### src/rtl/swclk_pkg.sv
`timescale 1ns/1ps
package swclk_pkg;

  typedef struct packed {
    logic       slave;
    logic [1:0] gain_step;
  } swclk_cfg_t;

  function automatic logic rate_code_ok(input logic [2:0] code);
    return code <= 3'd4;
  endfunction

  // Frame period in system clock cycles for a rate code; 0 for reserved codes.
  function automatic int unsigned frame_period(input logic [2:0] code,
                                               input int unsigned sys_hz);
    case (code)
      3'd0:    return sys_hz / 400_000;
      3'd1:    return sys_hz / 500_000;
      3'd2:    return sys_hz / 600_000;
      3'd3:    return sys_hz / 1_000_000;
      3'd4:    return sys_hz / 1_200_000;
      default: return 0;
    endcase
  endfunction

  function automatic logic [5:0] gain_of(input logic [1:0] step);
    case (step)
      2'd0:    return 6'd20;
      2'd1:    return 6'd26;
      2'd2:    return 6'd32;
      default: return 6'd36;
    endcase
  endfunction

endpackage

### src/rtl/swclk_startup.sv
`timescale 1ns/1ps
module swclk_startup
  import swclk_pkg::*;
#(
  parameter int unsigned STARTUP_CYCLES = 2_000_000
) (
  input  logic       clk,
  input  logic       rst_n,
  input  logic       run_en,
  input  logic [2:0] cfg_code,
  output logic       cfg_valid,
  output swclk_cfg_t cfg_q
);
  localparam int unsigned SU_W = $clog2(STARTUP_CYCLES + 1);
  localparam logic [SU_W-1:0] SU_LAST = SU_W'(STARTUP_CYCLES - 1);

  logic [SU_W-1:0] su_cnt;

  always_ff @(posedge clk or negedge rst_n) begin
    if (!rst_n) begin
      su_cnt    <= '0;
      cfg_valid <= 1'b0;
      cfg_q     <= '0;
    end else if (!cfg_valid) begin
      if (!run_en) begin
        su_cnt <= '0;
      end else if (su_cnt == SU_LAST) begin
        cfg_valid       <= 1'b1;
        cfg_q.slave     <= cfg_code[2];
        cfg_q.gain_step <= cfg_code[1:0];
      end else begin
        su_cnt <= su_cnt + 1'b1;
      end
    end
  end

endmodule

### src/rtl/swclk_rate_reg.sv
`timescale 1ns/1ps
module swclk_rate_reg
  import swclk_pkg::*;
#(
  parameter int unsigned SYS_CLK_HZ = 200_000_000,
  parameter int unsigned PER_W      = 9
) (
  input  logic             clk,
  input  logic             rst_n,
  input  logic [2:0]       rate_sel,
  input  logic             boundary,
  output logic [PER_W-1:0] period_q,
  output logic             cfg_err
);
  logic             sel_ok;
  logic [PER_W-1:0] sel_period;

  always_comb begin
    sel_ok     = rate_code_ok(rate_sel);
    sel_period = PER_W'(frame_period(rate_sel, SYS_CLK_HZ));
  end

  always_ff @(posedge clk or negedge rst_n) begin
    if (!rst_n) begin
      period_q <= PER_W'(frame_period(3'd0, SYS_CLK_HZ));
      cfg_err  <= 1'b0;
    end else begin
      cfg_err <= !sel_ok;
      if (boundary && sel_ok) period_q <= sel_period;
    end
  end

endmodule

### src/rtl/swclk_master_div.sv
`timescale 1ns/1ps
module swclk_master_div #(
  parameter int unsigned PER_W = 9
) (
  input  logic             clk,
  input  logic             rst_n,
  input  logic             active,
  input  logic [PER_W-1:0] period,
  output logic             wrap,
  output logic             start,
  output logic             high
);
  logic [PER_W-1:0] cnt;
  logic [PER_W-1:0] half;

  always_comb begin
    half  = period >> 1;
    wrap  = active && (cnt == period - 1'b1);
    start = active && (cnt == '0);
    high  = active && (cnt < half);
  end

  always_ff @(posedge clk or negedge rst_n) begin
    if (!rst_n)      cnt <= '0;
    else if (!active) cnt <= '0;
    else if (wrap)    cnt <= '0;
    else              cnt <= cnt + 1'b1;
  end

endmodule

### src/rtl/swclk_slave_track.sv
`timescale 1ns/1ps
module swclk_slave_track #(
  parameter int unsigned PER_W  = 9,
  parameter int unsigned LOST_W = 11
) (
  input  logic             clk,
  input  logic             rst_n,
  input  logic             active,
  input  logic             sync_in,
  input  logic [PER_W-1:0] period,
  output logic             edge_pulse,
  output logic             level,
  output logic             lost
);
  logic              s1, s2, s3;
  logic [LOST_W-1:0] quiet_cnt;
  logic [LOST_W-1:0] limit;

  always_ff @(posedge clk or negedge rst_n) begin
    if (!rst_n) begin
      s1 <= 1'b0;
      s2 <= 1'b0;
      s3 <= 1'b0;
    end else begin
      s1 <= sync_in;
      s2 <= s1;
      s3 <= s2;
    end
  end

  always_comb begin
    limit      = {LOST_W'(period), 2'b00} >> 0;
    limit      = LOST_W'(period) << 2;
    edge_pulse = active && s2 && !s3;
    level      = active && s2;
    lost       = active && (quiet_cnt >= limit);
  end

  always_ff @(posedge clk or negedge rst_n) begin
    if (!rst_n)                quiet_cnt <= '0;
    else if (!active)          quiet_cnt <= '0;
    else if (edge_pulse)       quiet_cnt <= '0;
    else if (quiet_cnt < limit) quiet_cnt <= quiet_cnt + 1'b1;
  end

endmodule

### src/rtl/swclk_sync_sel.sv
`timescale 1ns/1ps
module swclk_sync_sel
  import swclk_pkg::*;
#(
  parameter int unsigned SYS_CLK_HZ     = 200_000_000,
  parameter int unsigned STARTUP_CYCLES = SYS_CLK_HZ / 100
) (
  input  logic       clk,
  input  logic       rst_n,
  input  logic       run_en,
  input  logic [2:0] rate_sel,
  input  logic [2:0] cfg_code,
  input  logic       sync_in,
  output logic       sync_out,
  output logic       sync_oe,
  output logic       frame_clk,
  output logic       frame_start,
  output logic       cfg_valid,
  output logic       slave_mode,
  output logic [5:0] gain_db,
  output logic       cfg_err,
  output logic       sync_lost
);
  localparam int unsigned MAX_PER = SYS_CLK_HZ / 400_000;
  localparam int unsigned PER_W   = $clog2(MAX_PER + 1);
  localparam int unsigned LOST_W  = PER_W + 2;

  swclk_cfg_t       cfg_q;
  logic             active;
  logic             boundary;
  logic [PER_W-1:0] period_q;
  logic             m_wrap, m_start, m_high;
  logic             s_edge, s_level, s_lost;

  swclk_startup #(.STARTUP_CYCLES(STARTUP_CYCLES)) u_startup (
    .clk       (clk),
    .rst_n     (rst_n),
    .run_en    (run_en),
    .cfg_code  (cfg_code),
    .cfg_valid (cfg_valid),
    .cfg_q     (cfg_q)
  );

  swclk_rate_reg #(.SYS_CLK_HZ(SYS_CLK_HZ), .PER_W(PER_W)) u_rate (
    .clk      (clk),
    .rst_n    (rst_n),
    .rate_sel (rate_sel),
    .boundary (boundary),
    .period_q (period_q),
    .cfg_err  (cfg_err)
  );

  swclk_master_div #(.PER_W(PER_W)) u_mdiv (
    .clk    (clk),
    .rst_n  (rst_n),
    .active (active && !cfg_q.slave),
    .period (period_q),
    .wrap   (m_wrap),
    .start  (m_start),
    .high   (m_high)
  );

  swclk_slave_track #(.PER_W(PER_W), .LOST_W(LOST_W)) u_strk (
    .clk        (clk),
    .rst_n      (rst_n),
    .active     (active && cfg_q.slave),
    .sync_in    (sync_in),
    .period     (period_q),
    .edge_pulse (s_edge),
    .level      (s_level),
    .lost       (s_lost)
  );

  always_comb begin
    active      = cfg_valid && run_en;
    boundary    = !active || (cfg_q.slave ? s_edge : m_wrap);
    slave_mode  = cfg_q.slave;
    gain_db     = gain_of(cfg_q.gain_step);
    frame_clk   = cfg_q.slave ? s_level : m_high;
    frame_start = cfg_q.slave ? s_edge  : m_start;
    sync_oe     = active && !cfg_q.slave;
    sync_out    = sync_oe && m_high;
    sync_lost   = s_lost;
  end

endmodule

### config.mk
export PLATFORM = sky130hd
export DESIGN_NAME = swclk_sync_sel
export DESIGN_NICKNAME = d
export VERILOG_FILES = /design/src/rtl/swclk_pkg.sv /design/src/rtl/swclk_startup.sv /design/src/rtl/swclk_rate_reg.sv /design/src/rtl/swclk_master_div.sv /design/src/rtl/swclk_slave_track.sv /design/src/rtl/swclk_sync_sel.sv
export SDC_FILE = /design/constraint.sdc
export NUM_CORES = 1
export LEC_CHECK = 0
export BUFFER_PORTS_ARGS = -buffer_cell sky130_fd_sc_hd__buf_4
export CAP_MARGIN = 20
export CORE_ASPECT_RATIO = 2
export CORE_MARGIN = 4
export CORE_UTILIZATION = 55
export DETAILED_ROUTE_END_ITERATION = 10
export GPL_ROUTABILITY_DRIVEN = 0
export GPL_TIMING_DRIVEN = 0
export PLACE_DENSITY = 0.76
export SETUP_SLACK_MARGIN = 0.1
export SLEW_MARGIN = 20
export SYNTH_ARGS = -nofsm -noshare
export SYNTH_HDL_FRONTEND = slang
export SYNTH_HIERARCHICAL = 1
export SYNTH_SLANG_ARGS = --single-unit
export TNS_END_PERCENT = 10
### constraint.sdc
create_clock -name clk -period 3.2 [get_ports clk]
set_clock_uncertainty 0.1 [all_clocks]
set_input_delay 0.32 -clock clk [delete_from_list [all_inputs] [get_ports clk]]
set_output_delay 0.32 -clock clk [all_outputs]
set_load 0.01 [all_outputs]
==> results.json <==
{
  "final_cells": 569,
  "hp-class": "in2reg",
  "clk_pin_slew_worst_paths_ns": 0.05,
  "ys_seq_area_share_pct": 37.78,
  "path_buf_inv": 2,
  "insertedDiodeCount": 0,
  "async_reset_ff_share_pct": 100.0,
  "synth_top_family_by_area": "simple AND/OR/NAND/NOR gates",
  "clk_path_buf_depth": 2,
  "max_stage_delay_ns": 0.64,
  "core-area_mm2": 0.006887,
  "start_util_pct": 56.07,
  "max-cap-violations": 0,
  "fmax_mhz": 336.9,
  "p_per_area_mw_per_mm2": 431.4,
  "status": "finished clean",
  "syn_nets": 472,
  "syn-cell-area_mm2": 0.003861,
  "wl_per_cell_um": 16.19,
  "synth-edff-count": 0,
  "worst-setup-path-type": "reg2out",
  "fin_util_pct": 65.97,
  "cp.arrival_ns": 2.55,
  "area_growth_pct": 17.66,
  "cts_tree": "done",
  "antenna_found_initial": 0,
  "ys_types": 68,
  "drtIter0Drc": 247,
  "synthSimpleGateAreaFrac_pct": 23.62,
  "synthCells": 435,
  "finalSetupViolations": 0,
  "cts_root_buffer": "clkbuf_16",
  "remaining_drc_errors": 0,
  "grt_pass1_vias": 3407,
  "synth_compound_area_share_pct": 16.40,
  "track_usage_pct": 23.24,
  "cp.required_ns": 2.78,
  "cpMostUsedCell": "a21o_1",
  "dieArea_mm2": 0.008506,
  "clock-sinks": 58,
  "slew_viol_final": 0,
  "start_kind": "flip-flop",
  "io_pins": 24,
  "dieHeight_um": 126.5,
  "synthMuxAreaShare_pct": 2.203,
  "ys_ff_latch": 58,
  "overflow": 0,
  "ys.warnings.count": 6,
  "num_rows": 43,
  "grt_first_pass_wirelength_um": 15030,
  "tightest_slew_ns": 0.7223,
  "synth_flop_cell": "dfrtp_1",
  "end_kind": "output port",
  "num_vias": 3369,
  "insertion_delay_ns": 0.33,
  "wirelength_um": 9210,
  "cp_slowest_cell": "dfstp_2",
  "synth_xor_area_share_pct": 4.731,
  "placedCellCount": 546,
  "synth_most_common_cell": "dfrtp_1",
  "cp_max_fo": 9,
  "numPortBuffers": 21,
  "yosysTopAreaCell": "dfrtp_1",
  "htree_levels": 3,
  "min_period_ns": 2.968,
  "die_w_um": 67.25,
  "r2r_cells": 10,
  "drtPass1Iterations": 5,
  "leakagePower_uw": 0.002048,
  "critical_path_depth": 10,
  "fin_area_mm2": 0.004543,
  "dp_hpwl_um": 6600,
  "crit_family": "compound AO/OA/AOI/OAI gates",
  "power.total_uw": 1960,
  "whs_path_depth": 2,
  "syn_avg_cell_area_um2": 8.876,
  "slew_headroom_pct": 51.84,
  "ir_drop_v": 0.0003412,
  "yosys-top-cells-area": "dfrtp_1, ha_1, nand2_1, a21oi_1, dfstp_2",
  "rsz0062_at_grt": "no",
  "grt_max_degree": 59,
  "timing.final.crit_share_pct": 92.75,
  "layout.nets": 511,
  "layout-drive-gt1-share_pct": 18.16,
  "ys_top_cells_by_count": "dfrtp_1, nand2_1, inv_1",
  "cts_buffers": 9,
  "antenna_left": 0,
  "path_cells": "inv_1 -> ha_1 -> a21o_1 -> a21o_1 -> a21oi_1 -> o21ai_0 -> a31oi_1 -> nand2b_4 -> nor2_1 -> buf_4",
  "final.setup.tns_ns": 0,
  "place_area_mm2": 0.004131,
  "routed_via_density": 5.921,
  "synth_top_area_share_pct": 33.70,
  "hold_viol_final": 0,
  "synth_fa_ha_area_share_pct": 8.749
}
[cells in the final DEF (no fill, tap or decap), types with 6 or more instances in the layout]
| cell | count |
|---|---|
| dfrtp_1 | 50 |
| dfstp_2 | 6 |
| xor2_1 | 7 |
| nand3_1 | 21 |
| clkbuf_16 | 9 |
| nor2b_1 | 7 |
| a21oi_1 | 32 |
| or3_1 | 9 |
| o21ai_0 | 20 |
| nand4_1 | 10 |
| nor2_1 | 32 |
| buf_4 | 32 |
| a31oi_1 | 13 |
| ha_1 | 27 |
| inv_1 | 35 |
| nand2_1 | 47 |
| a41oi_1 | 6 |
| xnor2_1 | 12 |
| clkbuf_1 | 8 |
[power by group]
| group | internal (uW) | switching, uW | total, uW |
|---|---|---|---|
| logic | 72.1 | 95.9 | 168 |
| clock network | 687 | 314 | 1000 |
| registers | 759 | 31.8 | 791 |
[routing by layer]
metal,share of wire [%],wire (um),global-route usage [%]
met5,0,0,0
met1,36,3321,22.52
met4,4.3,399,16.63
met2,56,5174,41.36
met3,3.4,314,4.694
[final timing paths]
check / from / to / slack [ns]
max in group asynchronous: rst_n / u_rate/period_q[1] / 2.01
min in group asynchronous: rst_n / u_rate/cfg_err / 0.49
max reg2reg: u_mdiv/cnt[6] / u_rate/period_q[8] / 0.28
max: u_rate/period_q[2] / sync_out / 0.23
min: rate_sel[1] / u_rate/period_q[8] / 0.1
min reg2reg: u_strk/s1 / u_strk/s2 / 0.24
[through the flow]
stage	hold WS (ns)	setup WS (ns)
after CTS	0.08768	0.1489
after detailed placement	0.2396	-0.4328
after global placement	0.2363	-0.3928
final	0.09902	0.2321
after floorplan	-0.07559	0.1725
after global routing	0.1059	0.1044
[flip-flops by register name, summed over array words and instances, names as in the netlist]
signal	cells
u_mdiv/cnt	9
u_strk/s3	1
u_strk/s1	1
u_rate/cfg_err	1
u_rate/period_q	9
u_startup/cfg_valid	1
u_strk/s2	1
u_startup/su_cnt	21
u_startup/cfg_q	3
u_strk/quiet_cnt	11
[timing repair]
| item | CTS | global route |
|---|---|---|
| gates resized for setup | 4 | 8 |
| hold buffers | 2 | 0 |
| hold endpoints to repair | 53 | 0 |
| pin swaps | 2 | 2 |
| endpoints found under the setup margin | 9 | 9 |
| setup buffers | 2 | 3 |
[cell type report]
| class | count | area (um2) |
|---|---|---|
| Buffer | 18 | 110.1 |
| Inverter | 37 | 140.1 |
| Tap cell | 90 | 112.6 |
| Multi-Input combinational cell | 322 | 2186 |
| Clock buffer | 15 | 287.8 |
| Sequential cell | 58 | 1461 |
| Timing Repair Buffer | 28 | 215.2 |
| Clock inverter | 1 | 30.03 |
| Fill cell | 599 | 2344 |
[kinds of logic (layout without fill, tap and decap cells)]
logic type,count (synthesis),in the layout
buf+inv,55,99
compound gates,98,98
other cells,1,1
flops,58,58
simple gates,168,168
xor+xnor,20,20
fa+ha+maj,27,27
mux,8,8
Power figures use the tool's default switching activity.
